File: src/rtl/xbar_pkg.sv
package xbar_pkg;
  function automatic int ceil_div(input int num, input int den);
    return (num + den - 1) / den;
  endfunction

  function automatic int sel_width(input int n_in);
    return (n_in > 1) ? $clog2(n_in) : 1;
  endfunction
endpackage

File: src/rtl/xbar_rst_sync.sv
module xbar_rst_sync (
  input  logic clk,
  input  logic rst_n,
  output logic rst_core_n
);
  logic [1:0] sync_q;

  always_ff @(posedge clk or negedge rst_n) begin
    if (!rst_n) sync_q <= 2'b00;
    else        sync_q <= {sync_q[0], 1'b1};
  end

  assign rst_core_n = sync_q[1];
endmodule

File: src/rtl/xbar_cfg_chain.sv
module xbar_cfg_chain #(
  parameter int CBW       = 8,
  parameter int NWORDS    = 12,
  parameter int CHAIN_LEN = NWORDS * CBW,
  parameter int CNT_W     = $clog2(NWORDS + 1)
) (
  input  logic                 clk,
  input  logic                 rst_n,
  input  logic                 beat_en,
  input  logic [CBW-1:0]       beat_data,
  input  logic                 commit_take,
  output logic [CHAIN_LEN-1:0] chain_q,
  output logic                 full
);
  logic [CHAIN_LEN-1:0] chain_d;
  logic [CNT_W-1:0]     cnt_q, cnt_d;
  logic                 chain_en, cnt_en;

  assign full = (cnt_q == CNT_W'(NWORDS));

  // shift: new slice enters at the top, oldest slice leaves at the bottom
  always_comb begin
    chain_en = beat_en;
    if (CHAIN_LEN > CBW) chain_d = {beat_data, chain_q[CHAIN_LEN-1:CBW]};
    else                 chain_d = beat_data;
  end

  always_comb begin
    cnt_en = beat_en | commit_take;
    cnt_d  = cnt_q;
    if (commit_take)  cnt_d = '0;
    else if (beat_en) cnt_d = cnt_q + CNT_W'(1);
  end

  always_ff @(posedge clk or negedge rst_n) begin
    if (!rst_n)        chain_q <= '0;
    else if (chain_en) chain_q <= chain_d;
  end

  always_ff @(posedge clk or negedge rst_n) begin
    if (!rst_n)      cnt_q <= '0;
    else if (cnt_en) cnt_q <= cnt_d;
  end
endmodule

File: src/rtl/xbar_sel_bank.sv
module xbar_sel_bank #(
  parameter int N_IN     = 16,
  parameter int N_OUT    = 24,
  parameter int SEL_W    = 4,
  parameter int CFG_BITS = N_OUT * SEL_W
) (
  input  logic                  clk,
  input  logic                  rst_n,
  input  logic                  load,
  input  logic [CFG_BITS-1:0]   chain_sel,
  input  logic [N_OUT*N_IN-1:0] adj_mask,
  output logic [CFG_BITS-1:0]   act_sel,
  output logic [N_OUT-1:0]      act_ok,
  output logic                  err
);
  logic [N_OUT-1:0] ok_d;
  logic             err_d, err_en;

  for (genvar o = 0; o < N_OUT; o++) begin : g_legal
    logic [SEL_W-1:0] sel;
    assign sel = chain_sel[o*SEL_W +: SEL_W];
    // out-of-range values match no input and stay illegal
    always_comb begin
      ok_d[o] = 1'b0;
      for (int i = 0; i < N_IN; i++) begin
        if (sel == SEL_W'(i)) ok_d[o] = adj_mask[o*N_IN + i];
      end
    end
  end

  always_comb begin
    err_en = load & ~(&ok_d);
    err_d  = 1'b1;
  end

  always_ff @(posedge clk or negedge rst_n) begin
    if (!rst_n) begin
      act_sel <= '0;
      act_ok  <= '0;
    end else if (load) begin
      act_sel <= chain_sel;
      act_ok  <= ok_d;
    end
  end

  always_ff @(posedge clk or negedge rst_n) begin
    if (!rst_n)      err <= 1'b0;
    else if (err_en) err <= err_d;
  end
endmodule

File: src/rtl/xbar_out_mux.sv
module xbar_out_mux #(
  parameter int DATA_W = 1,
  parameter int N_IN   = 16,
  parameter int N_OUT  = 24,
  parameter int SEL_W  = 4
) (
  input  logic [N_IN*DATA_W-1:0]  data_in,
  input  logic [N_OUT*SEL_W-1:0]  act_sel,
  input  logic [N_OUT-1:0]        act_ok,
  output logic [N_OUT*DATA_W-1:0] data_out
);
  for (genvar o = 0; o < N_OUT; o++) begin : g_out
    logic [SEL_W-1:0]  sel;
    logic [DATA_W-1:0] y;
    assign sel = act_sel[o*SEL_W +: SEL_W];
    always_comb begin
      y = '0;
      if (act_ok[o]) begin
        for (int i = 0; i < N_IN; i++) begin
          if (sel == SEL_W'(i)) y = data_in[i*DATA_W +: DATA_W];
        end
      end
    end
    assign data_out[o*DATA_W +: DATA_W] = y;
  end
endmodule

File: src/rtl/xbar_scan_switch.sv
module xbar_scan_switch #(
  parameter int DATA_W = 1,
  parameter int N_IN   = 16,
  parameter int N_OUT  = 24,
  parameter int CBW    = 8
) (
  input  logic                    clk,
  input  logic                    rst_n,
  input  logic [N_OUT*N_IN-1:0]   adj_mask,
  input  logic                    cfg_valid,
  input  logic [CBW-1:0]          cfg_wdata,
  output logic                    cfg_ready,
  output logic [CBW-1:0]          cfg_rdata,
  input  logic                    commit,
  output logic                    cfg_error,
  input  logic [N_IN*DATA_W-1:0]  data_in,
  output logic [N_OUT*DATA_W-1:0] data_out
);
  import xbar_pkg::*;

  localparam int SEL_W     = sel_width(N_IN);
  localparam int CFG_BITS  = N_OUT * SEL_W;
  localparam int NWORDS    = ceil_div(CFG_BITS, CBW);
  localparam int CHAIN_LEN = NWORDS * CBW;
  localparam int CNT_W     = $clog2(NWORDS + 1);

  logic                 rst_core_n;
  logic [CHAIN_LEN-1:0] chain_q;
  logic                 full;
  logic                 beat_en, commit_take;
  logic [CFG_BITS-1:0]  act_sel;
  logic [N_OUT-1:0]     act_ok;

  assign cfg_ready   = ~full;
  assign beat_en     = cfg_valid & ~full;
  assign commit_take = commit & full;
  assign cfg_rdata   = chain_q[CBW-1:0];

  xbar_rst_sync u_rst (
    .clk        (clk),
    .rst_n      (rst_n),
    .rst_core_n (rst_core_n)
  );

  xbar_cfg_chain #(
    .CBW (CBW), .NWORDS (NWORDS), .CHAIN_LEN (CHAIN_LEN), .CNT_W (CNT_W)
  ) u_chain (
    .clk         (clk),
    .rst_n       (rst_core_n),
    .beat_en     (beat_en),
    .beat_data   (cfg_wdata),
    .commit_take (commit_take),
    .chain_q     (chain_q),
    .full        (full)
  );

  xbar_sel_bank #(
    .N_IN (N_IN), .N_OUT (N_OUT), .SEL_W (SEL_W), .CFG_BITS (CFG_BITS)
  ) u_bank (
    .clk       (clk),
    .rst_n     (rst_core_n),
    .load      (commit_take),
    .chain_sel (chain_q[CFG_BITS-1:0]),
    .adj_mask  (adj_mask),
    .act_sel   (act_sel),
    .act_ok    (act_ok),
    .err       (cfg_error)
  );

  xbar_out_mux #(
    .DATA_W (DATA_W), .N_IN (N_IN), .N_OUT (N_OUT), .SEL_W (SEL_W)
  ) u_mux (
    .data_in  (data_in),
    .act_sel  (act_sel),
    .act_ok   (act_ok),
    .data_out (data_out)
  );
endmodule

File: config.mk
export PLATFORM = sky130hd
export DESIGN_NAME = xbar_scan_switch
export DESIGN_NICKNAME = d
export VERILOG_FILES = /design/src/rtl/xbar_pkg.sv /design/src/rtl/xbar_rst_sync.sv /design/src/rtl/xbar_cfg_chain.sv /design/src/rtl/xbar_sel_bank.sv /design/src/rtl/xbar_out_mux.sv /design/src/rtl/xbar_scan_switch.sv
export SDC_FILE = /design/constraint.sdc
export NUM_CORES = 1
export LEC_CHECK = 0
export CORE_MARGIN = 10
export CORE_UTILIZATION = 30
export DETAILED_ROUTE_END_ITERATION = 6
export DONT_BUFFER_PORTS = 1
export GPL_TIMING_DRIVEN = 0
export SYNTH_ARGS = -nofsm -noshare
export SYNTH_HDL_FRONTEND = slang
export SYNTH_SLANG_ARGS = --single-unit
File: constraint.sdc
create_clock -name clk -period 7 [get_ports clk]
set_clock_uncertainty 0.15 [all_clocks]
set_input_delay 1.05 -clock clk [delete_from_list [all_inputs] [get_ports clk]]
set_output_delay 1.05 -clock clk [all_outputs]
set_load 0.02 [all_outputs]
==> results.sh, run 1 <==
export IMPL_synth_cells=1755
export IMPL_min_period_over_period_pct=66.5
export IMPL_finalWirelength_mm=68.1
export IMPL_io_buffer_count=0
export IMPL_yosysWarnings=0
export IMPL_finalCriticalPeriod_ps=4650
export IMPL_drive_above_1_share_pct=13.8
export IMPL_die_x_um=249
export IMPL_synth_area_um2=15700
export IMPL_initial_core_util_pct=30.5
export IMPL_maxCapViolations=0
export IMPL_ys_flop_type="dfrtp_1"
export IMPL_ir_worst_vdd_uv=177
export IMPL_vias=14200
export IMPL_violations="DRC"
export IMPL_area_delta_synth_final_pct=11.0
export IMPL_crit_path_start_kind="primary input"
export IMPL_clkSlewWorstSetupHoldPaths_ps=60
export IMPL_rrSetupSlack_ps=3450
export IMPL_most_common_layout_cells="nand2_1, dfrtp_1, clkbuf_1"
export IMPL_status="finished, violations left"
export IMPL_post_drt_wl_per_cell_um=27.5
export IMPL_synth_async_sr_flop_share_pct=100
export IMPL_setup_tns_ps=0
export IMPL_power_per_cell_area_nw_per_um2=406
export IMPL_post_dp_cell_area_um2=16700
export IMPL_fill_cells=5306
export IMPL_power_uw=7090
export IMPL_h_tree_depth=1
export IMPL_grt_pass1_wl_mm=97.8
export IMPL_synth_distinct_cells=71
export IMPL_place_gp_congestion=0.917
export IMPL_cts_buffer_depth=3
export IMPL_synth_top_family_by_area="multiplexers"
export IMPL_cts_setup_buffers=0
export IMPL_first_global_vias=14000
export IMPL_ant_nets=0
export IMPL_cts_sinks=223
export IMPL_root_buffer="clkbuf_16"
export IMPL_dpl_cell_count=2438
export IMPL_finalHoldViolations=0
export IMPL_clkLatencyLatePin_ps=540
export IMPL_seq_area_frac_synth_pct=35.5
export IMPL_synth_edff_count=0
export IMPL_end_kind="output port"
export IMPL_max_slew_margin_pct=11.5
export IMPL_synth_xor_xnor_area_share_pct=0.0557
export IMPL_final_common_cell="nand2_1"
export IMPL_leakage_uw=0.00727
export IMPL_ios=446
export IMPL_final_nets=2199
export IMPL_cts_resized=0
export IMPL_synth_compound_area_share_pct=10.8
export IMPL_critPathArrivalTime_ps=3450
export IMPL_fmax_ghz=0.215
export IMPL_path_class="in2out"
export IMPL_maxSlewViolCount=0
export IMPL_numCtsBuffers=25
export IMPL_coreArea_um2=51600
export IMPL_place_hpwl_mm=52.6
export IMPL_reg2reg_from="u_chain.cnt_q[0]"
export IMPL_reg2reg_depth=8
export IMPL_viasPerCell=5.72
export IMPL_rsz0062_at_grt="false"
export IMPL_drt_iter0_drc=1398
export IMPL_antenna_found_initial=3
export IMPL_hold_path_class="in2async"
export IMPL_syn_avg_cell_area_um2=8.96
export IMPL_finalSetupViolations=0
export IMPL_cp_required_ps=5800
export IMPL_ys_seq_elements=223
export IMPL_muxShareOfSynthArea_pct=25.6
export IMPL_final_cell_count_no_fill=2482
export IMPL_multi_input_area_um2=9110
export IMPL_crit_fanout=10
export IMPL_rows=83
export IMPL_timing_rr_end="u_bank.act_ok[6]"
export IMPL_synth_nets=2169
export IMPL_worstMarginPinSlew_ps=1310
export IMPL_grt_max_degree=70
export IMPL_drcViolationCount=6
export IMPL_register_area_um2=5580
export IMPL_grt_overflow=0
export IMPL_cts_tree="done"
export IMPL_die_h_um=249
export IMPL_dieArea_um2=62000
export IMPL_synthAdderAreaFrac_pct=0.159
export IMPL_yosys_area_share_simple_pct=21.2
export IMPL_final_area_um2=17400
export IMPL_grtUsageTotal_pct=20.8
export IMPL_holdBufCountCts=0
export IMPL_drt_first_pass_iters=7
## cell usage after synthesis (13+ instances only)
| library cell | instances | area [µm²] |
|---|---|---|
| a211oi_1 | 14 | 105 |
| a21oi_1 | 37 | 185 |
| a31oi_1 | 13 | 81.3 |
| buf_1 | 14 | 52.6 |
| buf_4 | 34 | 255 |
| clkbuf_1 | 144 | 541 |
| dfrtp_1 | 223 | 5580 |
| inv_1 | 29 | 109 |
| mux2_2 | 19 | 214 |
| mux2i_1 | 70 | 701 |
| mux4_2 | 135 | 3040 |
| nand2_1 | 624 | 2340 |
| nand3_1 | 26 | 130 |
| nand3b_1 | 15 | 113 |
| nor2_1 | 56 | 210 |
| nor2b_1 | 13 | 81.3 |
| o21ai_0 | 78 | 390 |
| o22ai_1 | 15 | 93.8 |
## critical path, stage by stage
cell and delay [ps]:
clkbuf_1 580, clkbuf_1 690, mux2i_1 170, o32ai_1 180
a221oi_1 140, o22ai_1 300, and2_1 190, buf_4 150
## stage by stage
| step | hold WS (ps) | utilization [%] | setup slack [ps] |
|---|---|---|---|
| floorplan | 181 | - | 175 |
| global placement | 186 | 32.1 | -2730 |
| detailed placement | 185 | 32.3 | 2480 |
| CTS | 46.4 | 33.8 | 2470 |
| global route | 48.8 | 33.8 | 2340 |
| finish | 58.3 | 33.8 | 2350 |
## routing by layer
| layer | track usage, % | vias to the layer above | routed length (µm) |
|---|---|---|---|
| met3 | 4.89 | 107 | 6190 |
| met1 | 26.2 | 7123 | 27100 |
| met2 | 35.1 | 754 | 33100 |
| li1 | - | 6202 | - |
| met5 | 0 | - | 10 |
| met4 | 5.59 | 2 | 1710 |
## worst max path at each step
stage | startpoint | endpoint | slack, ps
finish | data_in[11] | data_out[0] | 2350
global route | data_in[11] | data_out[4] | 2340
CTS | data_in[11] | data_out[4] | 2470
detailed placement | data_in[11] | data_out[4] | 2480
global placement | u_rst.sync_q[1] | u_chain.chain_q[52] | -2730
floorplan | u_rst.sync_q[1] | u_bank.act_ok[0] | 180
## area by class of cell
type | instances | share of cell area (%)
multi-input cells | 1297 | 52.2
flip-flops and latches | 223 | 32.0
plain buffers | 206 | 5.30
well taps | 680 | 4.88
clock buffers | 34 | 4.01
inverters | 29 | 0.624
clock inverters | 9 | 0.481
repair buffers | 3 | 0.473
diodes | 1 | 0.0143
## power breakdown
part	internal [µW]	switching (µW)
registers	1760	535
clock network	736	561
logic	1500	1990
## state kept, by name (all words and copies together), names as in the netlist
name,cells
u_rst.sync_q,2
u_chain.chain_q,96
u_bank.act_ok,24
u_bank.err,1
u_bank.act_sel,96
u_chain.cnt_q,4
## kinds of logic (layout without fill, tap and decap cells)
kind of cell / count (synthesis) / in the layout
mux: 228 / 228
buf+inv: 235 / 281
xor+xnor: 1 / 1
other cells: 1 / 2
simple gates: 804 / 804
compound gates: 261 / 261
flops: 223 / 223
fa+ha+maj: 2 / 2
Note: power is estimated with default switching activity, not from simulation.
==> inputs of run 2 (changes only) <==
--- a/config.mk
+++ b/config.mk
@@ -5,6 +5,7 @@
 export SDC_FILE = /design/constraint.sdc
 export NUM_CORES = 1
 export LEC_CHECK = 0
+export ABC_AREA = 1
 export CORE_MARGIN = 10
 export CORE_UTILIZATION = 30
 export DETAILED_ROUTE_END_ITERATION = 6
==> constraint.sdc (replaced) <==
create_clock -name clk -period 4.75 [get_ports clk]
set_clock_uncertainty 0.15 [all_clocks]
set_input_delay 0.7125 -clock clk [delete_from_list [all_inputs] [get_ports clk]]
set_output_delay 0.7125 -clock clk [all_outputs]
set_load 0.02 [all_outputs]
==> results.sh, run 2 <==
export IMPL_status="finished clean"
export IMPL_clkLatencyLatePin_ps=560
export IMPL_power_uw=12100
export IMPL_cts_tree="done"
export IMPL_post_place_ws_ps=757
export IMPL_reg2reg_from="u_chain.cnt_q[0]"
export IMPL_timing_rr_end="u_chain.chain_q[93]"
export IMPL_layout_setup_ws_ps=635
export IMPL_cts_sinks=223
export IMPL_synth_area_top_cells="dfrtp_1, nand2_1, o21ai_0"
export IMPL_vias=18400
export IMPL_ys_seq_elements=223
export IMPL_critPathSlowestCell="clkbuf_1"
export IMPL_grt_pass1_wl_mm=108
export IMPL_whs_endpoint="u_chain.chain_q[92]"
export IMPL_worstPathCellList="clkbuf_1 -> inv_1 -> clkbuf_1 -> o32ai_1 -> a21oi_1 -> a21oi_1 -> buf_4"
export IMPL_cp_num_buf_inv=4
export IMPL_viasPerCell=5.40
export IMPL_yosysTopAreaCellShare_pct=33.4
export IMPL_min_path_cells=2
export IMPL_whs_ps=171
export IMPL_hp_start="cfg_wdata[4]"
export IMPL_hold_path_class="in2reg"
export IMPL_h_tree_depth=1
export IMPL_leakage_uw=0.00821
export IMPL_drcViolationCount=0
export IMPL_finalWirelength_mm=72.3
export IMPL_coreArea_um2=55200
export IMPL_critPathTopFamily="buffers and inverters"
export IMPL_initial_core_util_pct=30.3
export IMPL_reg2reg_depth=8
export IMPL_reg_top3="u_bank.act_sel: 96 flops, u_chain.chain_q: 96 flops, u_bank.act_ok: 24 flops"
export IMPL_first_global_vias=17500
export IMPL_area_delta_synth_final_pct=11.5
export IMPL_io_buffer_count=0
export IMPL_grt_max_degree=65
export IMPL_synth_distinct_cells=57
export IMPL_drt_first_pass_iters=6
export IMPL_drt_iter0_drc=1695
export IMPL_post_drt_wl_per_cell_um=21.3
export IMPL_yosysWarnings=0
export IMPL_synth_nets=3008
export IMPL_end_kind="output port"
export IMPL_worstMarginPinSlew_ps=1220
export IMPL_critPathMaxStageDelay_ps=630
export IMPL_ant_nets=0
export IMPL_die_x_um=256
export IMPL_die_h_um=256
export IMPL_ys_flop_type="dfrtp_1"
export IMPL_crit_fanout=10
export IMPL_drive_above_1_share_pct=6.05
export IMPL_cts_buffer_depth=3
export IMPL_ir_worst_vdd_uv=309
export IMPL_clkSlewWorstSetupHoldPaths_ps=60
export IMPL_crit_path_start_kind="primary input"
export IMPL_finalSetupViolations=0
export IMPL_rrSetupSlack_ps=1110
export IMPL_fmax_ghz=0.243
export IMPL_min_period_over_period_pct=86.6
export IMPL_max_slew_margin_pct=18.7
export IMPL_final_common_cell="nand2_1"
export IMPL_synth_area_um2=16700
export IMPL_yosysTopAreaCell="dfrtp_1"
export IMPL_synth_cells=2594
export IMPL_cp_required_ps=3890
export IMPL_grt_overflow=0
export IMPL_critPathArrivalTime_ps=3250
export IMPL_grtUsageTotal_pct=20.9
export IMPL_maxSlewViolCount=0
export IMPL_finalHoldViolations=0
export IMPL_place_gp_congestion=0.946
export IMPL_syn_avg_cell_area_um2=6.45
export IMPL_synth_async_sr_flop_share_pct=100
export IMPL_antenna_found_initial=3
export IMPL_finalCriticalPeriod_ps=4120
export IMPL_dieArea_um2=65600
export IMPL_synth_edff_count=0
export IMPL_rsz0062_at_grt="false"
export IMPL_place_hpwl_mm=54.9
export IMPL_most_common_layout_cells="nand2_1, o21ai_0, inv_1"
export IMPL_synth_most_common_cell="nand2_1"
export IMPL_ios=446
export IMPL_path_class="in2out"
export IMPL_synthTopCellsByCount="nand2_1, o21ai_0, inv_1, dfrtp_1, nor2_1"
export IMPL_numCtsBuffers=27
export IMPL_rows=86
export IMPL_maxCapViolations=0
export IMPL_root_buffer="clkbuf_16"
export IMPL_post_dp_cell_area_um2=17800
export IMPL_final_area_um2=18700
export IMPL_power_per_cell_area_nw_per_um2=646
export IMPL_setup_tns_ps=0
export IMPL_seq_area_frac_synth_pct=33.4
export IMPL_final_nets=3041
## run 2: cell types whose count changed after synthesis, moves of 103 or more
cell     change
nand3_1    +141
o21ai_0    +299
nor2_1     +142
mux4_2     -135
inv_1      +257
a21oi_1    +103
## run 2: logic make-up after synthesis
family	Yosys count	synth area share (%)
AND/OR/NAND/NOR	1181	30.2
AO/OA/AOI/OAI	718	24.7
adder cells (fa/ha/maj)	2	0.150
buffers and inverters	469	11.6
other	1	0.0224
flip-flops	223	33.4
## run 2: cell type report
type | count | area, µm²
fillers | 6117 | 36500
multi-input cells | 1902 | 9220
flip-flops and latches | 223 | 5580
inverters | 312 | 1170
well taps | 748 | 936
plain buffers | 157 | 763
clock buffers | 34 | 742
clock inverters | 14 | 133
repair buffers | 4 | 92.6
diodes | 5 | 12.5
## run 2: per-stage QoR
stage / util [%] / std cells
after global routing: 33.8 / 3394
after CTS: 33.8 / 3394
final: 33.8 / 3399
after floorplan: - / 2594
after global placement: 32.0 / 3342
after detailed placement: 32.2 / 3345
## run 2: layer usage
layer  global-route usage [%]  wire length, µm
met2                     34.6            33800
met3                     4.57             6120
met5                        0               26
met1                     27.0            30500
met4                     5.70             1860
## run 2: how the worst max path moves through the flow
stage | end | cells after the start | start | slack [ps]
2_1_floorplan | u_bank.act_ok[0] | 0 | u_rst.sync_q[1] | 930
3_3_place_gp | u_chain.chain_q[23] | 0 | u_rst.sync_q[1] | -750
3_5_place_dp | data_out[10] | 7 | data_in[12] | 760
4_1_cts | data_out[10] | 7 | data_in[12] | 750
5_1_grt | data_out[10] | 7 | data_in[12] | 590
6_report | data_out[17] | 7 | data_in[12] | 630
## run 2: power by group
part | total, µW | internal, µW | switching [µW]
registers | 3640 | 2680 | 959
clock network | 2090 | 1210 | 875
logic | 6330 | 2050 | 4280
total | 12100 | 5940 | 6110
## run 2: what timing repair did
action / in CTS / in global routing
hold buffers: 1 / 0
hold endpoints to repair: 2 / 0
resized for setup: 0 / 0
setup buffers: 0 / 0
endpoints found under the setup margin: 0 / 0
## run 2: worst register-to-register path: cells and delay by family, from the launching register on
family,cells,cell delay [ps]
adders and majority gates,1,170
and+or+nand+nor,3,1090
buffers and inverters,3,1600
DFF,1,420
AOI/OAI and AO/OA,1,140
